File: config.mk
export PLATFORM = sky130hd
export DESIGN_NAME = lane_mul8x16_round
export DESIGN_NICKNAME = d
export VERILOG_FILES = /design/src/rtl/lane_mul8x16_round.sv
export SDC_FILE = /design/constraint.sdc
export NUM_CORES = 1
export LEC_CHECK = 0
export ABC_AREA = 1
export BUFFER_PORTS_ARGS = -buffer_cell sky130_fd_sc_hd__buf_2
export CAP_MARGIN = 40
export CELL_PAD_IN_SITES_DETAIL_PLACEMENT = 0
export CELL_PAD_IN_SITES_GLOBAL_PLACEMENT = 1
export CORE_ASPECT_RATIO = 0.6
export CORE_UTILIZATION = 41
export DETAILED_ROUTE_END_ITERATION = 16
export MAX_ROUTING_LAYER = met4
export PLACE_DENSITY = 0.83
export SYNTH_ARGS = -nofsm -noshare
export SYNTH_HDL_FRONTEND = slang
export SYNTH_SLANG_ARGS = --single-unit
File: constraint.sdc
create_clock -name clk -period 6.7 [get_ports clk]
set_clock_uncertainty 0.05 [all_clocks]
set_input_delay 0.67 -clock clk [delete_from_list [all_inputs] [get_ports clk]]
set_output_delay 0.67 -clock clk [all_outputs]
set_load 0.005 [all_outputs]
File: src/rtl/lane_mul8x16_round.sv
module lane_mul8x16_round (
  input  logic        clk,
  input  logic        rst_n,
  input  logic        in_valid,
  input  logic [2:0]  mode,
  input  logic [63:0] op_a,
  input  logic [63:0] op_b,
  output logic        out_valid,
  output logic [63:0] result
);
  localparam int LANES = 4;

  logic [15:0] lane_r [LANES];
  logic [63:0] nxt;

  for (genvar i = 0; i < LANES; i++) begin : g_lane
    logic [7:0]         px;
    logic [15:0]        cf;
    logic signed [23:0] prod;

    always_comb begin
      px = 8'd0;
      cf = 16'd0;
      case (mode)
        3'd0: begin px = op_a[8*i +: 8];    cf = op_b[16*i +: 16]; end
        3'd1: begin px = op_a[8*i +: 8];    cf = op_b[31:16];      end
        3'd2: begin px = op_a[8*i +: 8];    cf = op_b[15:0];       end
        3'd3, 3'd5: begin px = op_a[16*i+8 +: 8]; cf = op_b[16*i +: 16]; end
        3'd4, 3'd6: begin px = op_a[16*i +: 8];   cf = op_b[16*i +: 16]; end
        default: begin px = 8'd0; cf = 16'd0; end
      endcase
    end

    assign prod      = $signed({1'b0, px}) * $signed(cf);
    assign lane_r[i] = prod[23:8] + {15'd0, prod[7]};
  end

  always_comb begin
    case (mode)
      3'd5, 3'd6: nxt = {9'd0, lane_r[1], 7'd0, 9'd0, lane_r[0], 7'd0};
      3'd7:       nxt = 64'd0;
      default:    nxt = {lane_r[3], lane_r[2], lane_r[1], lane_r[0]};
    endcase
  end

  always_ff @(posedge clk) begin
    if (!rst_n) begin
      out_valid <= 1'b0;
      result    <= 64'd0;
    end else begin
      out_valid <= in_valid;
      if (in_valid) result <= nxt;
    end
  end

  assert_valid_follows_R2: assert property (@(posedge clk) disable iff (!rst_n)
    in_valid |=> out_valid);
  assert_idle_follows_R2: assert property (@(posedge clk) disable iff (!rst_n)
    !in_valid |=> !out_valid);
  assert_hold_R9: assert property (@(posedge clk) disable iff (!rst_n)
    !in_valid |=> $stable(result));
  assert_wide_zero_R7: assert property (@(posedge clk) disable iff (!rst_n)
    (in_valid && (mode == 3'd5 || mode == 3'd6)) |=>
      (result[6:0] == 7'd0 && result[31:23] == 9'd0 &&
       result[38:32] == 7'd0 && result[63:55] == 9'd0));
  assert_reserved_zero_R8: assert property (@(posedge clk) disable iff (!rst_n)
    (in_valid && mode == 3'd7) |=> result == 64'd0);
endmodule

# After elaboration in Yosys (flattened, before gate mapping)
# Index checks and enable logic that the tools add are counted.
[word_totals]
register_bits = 65
inputBits = 134
out_inout_bits = 65
word_cells = 35
[op_classes]
add_sub_neg = 4
mul = 4
eq_ne = 7
muxes = 9
n_reduce_logical = 9
[op_table]
columns = ["op", "n"]
rows = [
  ["case mux 64 bit (2 select lines)", 1],
  ["multiplier 9 x 16 -> 24 bit", 4],
  ["case mux 16 bit (3 select lines)", 2],
  ["case mux 8 bit (3 select lines)", 3],
  ["adder 16 x 1 -> 16 bit", 4],
  ["case mux 16 bit (2 select lines)", 2],
  ["case mux 8 bit (2 select lines)", 1],
  ["== test 3 bit, second input constant", 4],
  ["OR reduction 6 bit", 2],
  ["OR reduction 5 bit", 2],
  ["== test 3 x 2 -> 1 bit, second input constant", 2],
  ["OR reduction 2 bit", 3],
  ["== test 3 x 1 -> 1 bit, second input constant", 1],
  ["zero test 3 bit", 1],
  ["OR reduction 3 bit", 1],
]

# Depth between registers and ports, before layout
# Gate-level depths: netlist of the first run.
[logic_depth]
word_depth = 6
mapped_depth = 38
depth_no_buf = 36

# Worst setup path after synthesis of the first run
# OpenSTA, ideal clock, no wires.
[synth_path]
path_kind = "input port to flip-flop"
from = "input mode[1]"
to = "register result[46]"
setup_time_ps = 70
arrival_ps = 6214
required_time_ps = 6580
path_slack_ps = 366
cell_stages = 36
n_path_buf = 4
cell_sequence = "inv_1 -> nand2_4 -> nand3_2 -> buf_6 -> inv_2 -> buf_4 -> clkbuf_1 -> a21oi_1 -> inv_1 -> clkbuf_1 -> nand2_1 -> fa_1 -> inv_1 -> fa_1 -> inv_1 -> fa_1 -> fa_1 -> inv_1 -> ha_1 -> nand2_1 -> inv_1 -> nand2_1 -> nand2_1 -> xor2_1 -> ha_1 -> ha_1 -> inv_1 -> nor2_1 -> nand2_1 -> nor2_1 -> nand2_1 -> nor2_2 -> nand2_1 -> nand2_1 -> nand3_1 -> a21oi_1"
[synth_between]
elab_chain_len = 6
elab_cells_between_ends = 23
cone_classes = "add/sub: 2; mul: 2; eq/ne: 7; mux: 5; reduce/logical: 7"
[synth_lines]
columns = ["item", "line", "rtl"]
rows = [
  ["from (decl)", "5", "input logic [2:0] mode,"],
  ["== test 3 bit, or another cell as far along", "24, 39", ""],
  ["OR reduction 5 bit (no line), or another cell as far along", "n/a", ""],
  ["case mux 16 bit (3 select lines), or another cell as far along", "24", "case (mode)"],
  ["multiplier 9 x 16 -> 24 bit", "34", "assign prod = $signed({1'b0, px}) * $signed(cf);"],
  ["adder 16 x 1 -> 16 bit", "35", "assign lane_r[i] = prod[23:8] + {15'd0, prod[7]};"],
  ["case mux 64 bit (2 select lines) (*)", "39", "case (mode)"],
  ["to (signal assigned)", "52", "if (in_valid) result <= nxt;"],
  ["to (decl)", "9", "output logic [63:0] result"],
]
# Mark *: on every way between the ends. The rest lies on a longest branch, timed or not.
# A chain may end at the register's enable or synchronous reset.

# Worst setup path in the final report of the first run
[layout_path]
from = "input mode[1]"
to = "register result[20]"
[layout_between]
elab_chain_len = 6
elab_cells_between_ends = 24
cone_classes = "add/sub: 2; mul: 2; eq/ne: 7; mux: 5; reduce/logical: 8"
[layout_lines]
columns = ["item", "line"]
rows = [
  ["== test 3 bit, or another cell as far along", "24, 39"],
  ["OR reduction 6 bit (no line), or another cell as far along", "n/a"],
  ["case mux 16 bit (2 select lines), or another cell as far along", "24"],
  ["multiplier 9 x 16 -> 24 bit", "34"],
  ["adder 16 x 1 -> 16 bit", "35"],
  ["case mux 64 bit (2 select lines) (*)", "39"],
]
# Marks and branches as above.

==> impl_metrics.csv, run 1 <==
group,metric,value,unit
outcome,outcome,"finished, final reports clean",
detailed_routing,avgViaCountPerCell,4.956,
sta,fmax,156.4,MHz
yosys,syn-cell-area,23130,sq um
yosys,yosysWarnings,0,
min_path,hold_class,"register to register",
floorplan,die_area,57410,sq um
yosys,yosysSeqAreaShare,5.625,%
global_route,antenna_found_initial,1,
clock_network,numCtsBuffers,9,
power_and_ir_drop,power_switching,0.008170,W
layout,layout.cells.non_filler,4783,
floorplan,core_area,55750,sq um
worst_setup_path,r2r-start,"result[11]$_SDFFE_PN0P_",
sta,min_period,6.395,ns
worst_setup_path,reg2reg_slack,5.74,ns
floorplan,die_h,186,microns
yosys,synth_cell_types,52,
power_and_ir_drop,p_int,0.006551,W
worst_setup_path,startpoint_type,"primary input",
power_and_ir_drop,pwr-share-seq,4.4,%
yosys,synth_nets,4072,
placed_design,hpwl,76.69,mm
floorplan,rows,67,
placed_design,dp_cells,4759,
yosys,synth-seq-cells,65,
power_and_ir_drop,share_comb_of_total_power,91.7,%
power_and_ir_drop,switching_share,55.50,%
detailed_routing,via_count,23710,
detailed_routing,wl_per_cell,18.07,microns
clock_network,clock_latency,0.34,ns
clock_network,clockRootBuffer,"clkbuf_16",
min_path,hp-start,"result[36]$_SDFFE_PN0P_",
clock_network,clock_sinks,65,
global_route,grt_pass1_wl,134.7,mm
sta,hold_viol_final,0,
global_route,gr-usage-met1,47.78,%
global_route,track_usage,32.03,%
yosys,syn_inst,3362,
sta,setup_viol,0,
worst_setup_path,critical-path-slowest-cell,"fa_1",
worst_setup_path,crit_arrival,6.62,ns
placed_design,gp_congestion,1.019,
global_route,grt.met3_usage,10.21,%
sta,maxSlewViolCount,0,
sta,slew_headroom,42.03,%
job,maxCapViolCount,0,
worst_setup_path,critPathMaxFanout,8,
layout,n_fill_cell,5529,
placed_design,pre_cts_ws,-0.3080,ns
power_and_ir_drop,clockPowerShare,3.9,%
worst_setup_path,reg2regPathDepth,2,
layout,final_nets,4728,
floorplan,die_w,308.7,microns
power_and_ir_drop,power.density,494.6,nW/um^2
clock_network,cts_buffer_depth,2,
global_route,met2_usage,42.07,%
global_route,grt_max_degree,47,
detailed_routing,initialDrtViolationCount,2413,
global_route,grt-ovfl-total,0,
yosys,synth.avg_cell_area,6.881,sq um
placed_design,dpl_cell_area,28820,sq um
placed_design,port_buffers,198,
detailed_routing,firstDrtPassIters,8,
sta,hold-worst-slack,0.4166,ns
clock_network,clk_pin_slew_worst_paths,0.06,ns
worst_setup_path,cpMostUsedCell,"buf_4",
worst_setup_path,cpPeakStageDelay,0.51,ns
sta,period_share,95.44,%
power_and_ir_drop,ir_worst_vdd,0.0003357,V
clock_network,htree_num_levels,3,
layout,fin_area,29760,sq um
detailed_routing,ant_nets,0,
floorplan,num_io_pins,199,
clock_network,tritoncts,"yes",
sta,worst_pin_slew,0.8682,ns
detailed_routing,routed_wl,86.44,mm
detailed_routing,drc,0,
layout,drive_gt1_share,22.25,%
global_route,grt_pass1_vias,23330,
worst_setup_path,crit_start,"mode[1]",
worst_setup_path,cp.required,6.93,ns
floorplan,initial_core_util,41.50,%
global_route,busiest_layer,"met1",
layout,utilization,53.39,%
worst_setup_path,criticalPathCategory,"primary input to register",
layout,area_growth,28.65,%
min_path,whs_path_depth,2,
power_and_ir_drop,leakagePower,16.71,nW
worst_setup_path,critPathCaptureType,"register",
sta,finalWorstSetupSlack,0.3054,ns
clock_network,cts_hold_buf,0,
cell usage after synthesis, drive strengths merged:
cell / number / area (sq um)
a21o: 4 / 30.03
xor2: 29 / 261.5
a32o: 6 / 60.06
or2: 11 / 68.82
o31ai: 2 / 15.01
clkinv: 2 / 7.510
a221oi: 2 / 17.52
a31oi: 9 / 56.30
clkbuf: 56 / 210.2
and2: 1 / 6.260
o221ai: 2 / 17.52
o211ai: 1 / 7.510
nor4: 12 / 75.07
fa: 396 / 7928
a21oi: 204 / 1047
o22ai: 20 / 131.4
ha: 180 / 2252
inv: 837 / 3142
nand2: 754 / 2843
a21boi: 4 / 33.78
nand4: 16 / 100.1
nand2b: 1 / 6.260
nand3b: 25 / 187.7
xnor2: 27 / 236.5
o21ai: 105 / 533.0
dfxtp: 65 / 1301
o21bai: 11 / 82.58
and3b: 2 / 17.52
o21a: 5 / 37.54
nor2: 413 / 1583
nand3: 131 / 670.6
nor3: 17 / 90.09
a22oi: 5 / 37.54
buf: 7 / 41.29
cell usage in the layout, fill, tap and decap left out, types with 9 or more instances in the layout:
cell	n
buf_2	198
ha_1	170
a21oi_1	174
nand3b_1	25
nand2_1	731
o22ai_1	15
dfxtp_1	65
inv_2	14
a31oi_1	9
xor2_1	23
buf_12	16
a21oi_2	28
o21ai_1	12
nand3_2	11
nand2_2	22
or2_2	10
nor2_2	24
nand4_1	16
o21bai_1	10
o21ai_0	85
inv_1	821
xnor2_1	26
fa_1	392
nor3_1	11
nor2_1	381
nand3_1	120
clkbuf_16	9
buf_4	493
worst paths after layout:
path | end
worst max register to register | result[11]$_SDFFE_PN0P_
worst max-delay path | result[20]$_SDFFE_PN0P_
worst min-delay path | result[36]$_SDFFE_PN0P_
worst min register to register | result[36]$_SDFFE_PN0P_
metal layers:
metal  share of wire, %  up-vias  routed length [microns]
li1                   -    11390                        -
met1                 49    11280                    42000
met2                 38      972                    32550
met3                 12       57                    10640
met4                1.5        0                     1259
met5                  0        -                        0
registers in the layout, indices dropped and copies added (netlist names):
signal	cells
out_valid	1
result	64
what timing repair did:
action,in CTS,in global routing
setup endpoints to repair,0,54
resized for setup,0,154
setup buffers,0,7
hold endpoints to repair,0,0
stage by stage:
step / setup TNS [ns] / power, W
2_1_floorplan: 0 / 0.007379
3_3_place_gp: -6.271 / 0.01316
3_5_place_dp: -6.186 / 0.01315
4_1_cts: 0 / 0.01384
5_1_grt: -0.09848 / 0.01624
6_report: 0 / 0.01472
kinds of logic after synthesis:
kind of cell / synth area share, %
AOI/OAI and AO/OA: 9.108
xor gates and xnor gates: 2.153
buffers and inverters: 14.70
DFF: 5.625
and+or+nand+nor: 24.41
adders and majority gates: 44.00
layout make-up:
type	count	area [sq um]	area share [%]
diodes	1	2.502	0.008408
clock buffers	9	225.2	0.7567
repair buffers	708	5024	16.88
inverters	839	3156	10.60
well taps	759	949.7	3.191
clock inverters	7	125.1	0.4204
multi-input cells	2395	18980	63.77
flip-flops and latches	65	1301	4.372
power groups by stage:
stage	logic, W	registers [W]	clock network (W)
2_1_floorplan	0.00675	0.000625	0
3_3_place_gp	0.0125	0.000649	0
3_5_place_dp	0.0125	0.000654	0
4_1_cts	0.0126	0.000646	0.000575
5_1_grt	0.0150	0.000661	0.000594
6_report	0.0135	0.000644	0.000572
worst max-delay path: cells and delay by family:
| family | cells | cell delay, ns |
|---|---|---|
| adder cells (fa/ha/maj) | 5 | 2.27 |
| AND/OR/NAND/NOR | 12 | 1.42 |
| buffers and inverters | 11 | 1.38 |
| AO/OA/AOI/OAI | 4 | 0.64 |
| XOR/XNOR | 1 | 0.23 |
(Power assumes the default switching activity.)
==> run 2: changes to the inputs <==
CELL_PAD_IN_SITES_DETAIL_PLACEMENT = default   (was 0)
CELL_PAD_IN_SITES_GLOBAL_PLACEMENT = default   (was 1)
CORE_UTILIZATION = 45   (was 41)
GPL_TIMING_DRIVEN = 0   (was default)
PLACE_DENSITY = 0.69   (was 0.83)
==> run 2 against run 1 <==
  * Cell area decreased by 6.4%
  * Hold slack got worse by 0.0022 ns
  * Final cell count down 9.3%
  * Sequential power up 0.6%
  * Flip-flop and latch count unchanged
  * Total power down 17%
  * Routed wire length shrank 5.1%
  * Critical path depth is 4 higher
  * Global-route usage rose by 0.37 points
  * First-iteration DRC count shrank 2.7%
  * Critical endpoint is now result[30]$_SDFFE_PN0P_
  * Maximum frequency decreased by 2.0%
==> impl_metrics.csv, run 2 (same netlist as run 1, synthesis figures left out) <==
group,metric,value,unit
worst_setup_path,reg2reg_slack,5.84,ns
clock_network,clockRootBuffer,"clkbuf_16",
clock_network,clock_sinks,65,
worst_setup_path,startpoint_type,"primary input",
floorplan,initial_core_util,46.22,%
floorplan,num_io_pins,199,
clock_network,cts_buffer_depth,2,
worst_setup_path,critPathCaptureType,"register",
detailed_routing,avgViaCountPerCell,5.291,
layout,final_common_cell,"inv_1",
layout,largest-register,"result",
layout,largestRegisters,"result x64, out_valid x1",
detailed_routing,ant_nets,0,
layout,largest_register_ffs,64,
global_route,grt_pass1_vias,21280,
worst_setup_path,critPathMaxFanout,6,
worst_setup_path,cpPeakStageDelay,0.56,ns
sta,setup_tns,0,ns
sta,period_share,97.40,%
sta,slew_headroom,40.19,%
detailed_routing,drc,0,
clock_network,clock_latency,0.34,ns
detailed_routing,initialDrtViolationCount,2349,
floorplan,core_area,50050,sq um
outcome,outcome,"finished, final reports clean",
worst_setup_path,cp.required,6.91,ns
worst_setup_path,crit_path_end,"result[30]$_SDFFE_PN0P_",
floorplan,die_w,294.7,microns
global_route,grt-ovfl-total,0,
layout,final_nets,4361,
sta,finalWorstSetupSlack,0.1739,ns
global_route,grt_max_degree,16,
min_path,hold_class,"register to register",
global_route,antenna_found_initial,1,
global_route,track_usage,32.40,%
layout,n_fill_cell,4877,
worst_setup_path,criticalPathCategory,"primary input to register",
sta,maxSlewViolCount,0,
worst_setup_path,reg2regPathDepth,4,
floorplan,rows,63,
clock_network,htree_num_levels,3,
detailed_routing,via_count,22950,
job,maxCapViolCount,0,
sta,min_period,6.526,ns
worst_setup_path,cpMostUsedCell,"nand2_1",
clock_network,numCtsBuffers,9,
clock_network,clk_pin_slew_worst_paths,0.06,ns
layout,utilization,55.66,%
floorplan,die_area,52350,sq um
power_and_ir_drop,power.density,440.2,nW/um^2
sta,fmax,153.2,MHz
layout,diodes,0,
worst_setup_path,r2r-start,"result[47]$_SDFFE_PN0P_",
placed_design,pre_cts_ws,-1.472,ns
power_and_ir_drop,leakagePower,14.94,nW
floorplan,die_h,177.6,microns
layout,area_growth,20.43,%
worst_setup_path,critical-path-slowest-cell,"fa_1",
detailed_routing,routed_wl,82.02,mm
worst_setup_path,regToRegEndpoint,"result[47]$_SDFFE_PN0P_",
power_and_ir_drop,ir_worst_vdd,0.0002614,V
detailed_routing,firstDrtPassIters,6,
sta,rsz0062_at_grt,"true",
clock_network,tritoncts,"yes",
worst_setup_path,crit_arrival,6.74,ns
placed_design,port_buffers,197,
global_route,grt_pass1_wl,124.0,mm
sta,setup_viol,0,
placed_design,gp_congestion,1.040,
worst_setup_path,crit_start,"mode[2]",
sta,hold_viol_final,0,
layout,layout_common_cells,"inv_1, nand2_1, fa_1",
detailed_routing,wl_per_cell,18.91,microns
layout,drive_gt1_share,18.49,%
placed_design,hpwl,71.04,mm
sta,worst_pin_slew,0.8972,ns
==> run 2: cell count changes in the layout (fill, tap and decap cells not counted), sizes merged <==
cell      delta
bufinv       -3
buf        -406
clkinv       +2
diode        -1
clkbuf      +39
inv          -4
clkinvlp     +5
==> run 2: metal layers <==
layer / share of wire [%] / vias up / GRT usage [%]
met5: 0 / - / -
met4: 3.9 / 0 / 9.809
met3: 10 / 110 / 6.537
met2: 40 / 1035 / 44.06
met1: 46 / 11120 / 47.72
li1: - / 10690 / -
==> run 2: what timing repair did <==
action / CTS / global route
hold endpoints to repair: 0 / 0
buffers inserted: 19 / 48
gates cloned: 1 / 2
pin swaps: 13 / 83
gates resized for setup: 192 / 350
endpoints found under the setup margin: 60 / 56
hold buffers: 0 / 0
==> run 2: worst min path at each step <==
stage / end / slack, ns / startpoint / cells past startpoint
2_1_floorplan: result[4]$_SDFFE_PN0P_ / 0.41 / result[4]$_SDFFE_PN0P_ / 2
3_3_place_gp: result[0]$_SDFFE_PN0P_ / 0.40 / result[0]$_SDFFE_PN0P_ / 2
3_5_place_dp: result[0]$_SDFFE_PN0P_ / 0.41 / result[0]$_SDFFE_PN0P_ / 2
4_1_cts: result[0]$_SDFFE_PN0P_ / 0.42 / result[0]$_SDFFE_PN0P_ / 2
5_1_grt: result[25]$_SDFFE_PN0P_ / 0.43 / result[25]$_SDFFE_PN0P_ / 2
6_report: result[35]$_SDFFE_PN0P_ / 0.41 / result[35]$_SDFFE_PN0P_ / 2
==> run 2: area by class of cell <==
type	count	area [sq um]	area share, %
sequential	65	1301	4.671
tap	682	853.3	3.063
timing repair buffer	282	1787	6.413
multi-input combinational	2395	19960	71.66
clock inverter	7	53.80	0.1931
buffer	59	459.2	1.648
inverter	839	3217	11.55
clock buffer	9	225.2	0.8084
==> run 2: critical path: cells and delay by family <==
| kind | cells | cell delay, ns |
|---|---|---|
| fa+ha+maj | 6 | 2.51 |
| buf+inv | 14 | 1.51 |
| simple gates | 13 | 1.20 |
| compound gates | 3 | 0.52 |
| xor+xnor | 1 | 0.31 |
==> run 2: through the flow <==
| stage | hold slack, ns | power [W] | cell area, sq um | std cells |
|---|---|---|---|---|
| after floorplan | 0.4117 | 0.007379 | 23130 | 3362 |
| after global placement | 0.4031 | 0.01007 | 24970 | 4241 |
| after detailed placement | 0.4062 | 0.01011 | 25080 | 4256 |
| after CTS | 0.4154 | 0.01093 | 26310 | 4291 |
| after global routing | 0.4343 | 0.01347 | 27860 | 4338 |
| final | 0.4144 | 0.01227 | 27860 | 4338 |
==> run 2: power breakdown <==
part / total (W) / switching (W) / leakage [nW] / internal, W
Combinational: 0.0112 / 0.00729 / 14.3 / 0.00389
Sequential: 0.000648 / 0.000110 / 0.535 / 0.000538
Clock: 0.000443 / 0.000190 / 0.134 / 0.000253
Total: 0.0123 / 0.00759 / 14.9 / 0.00468
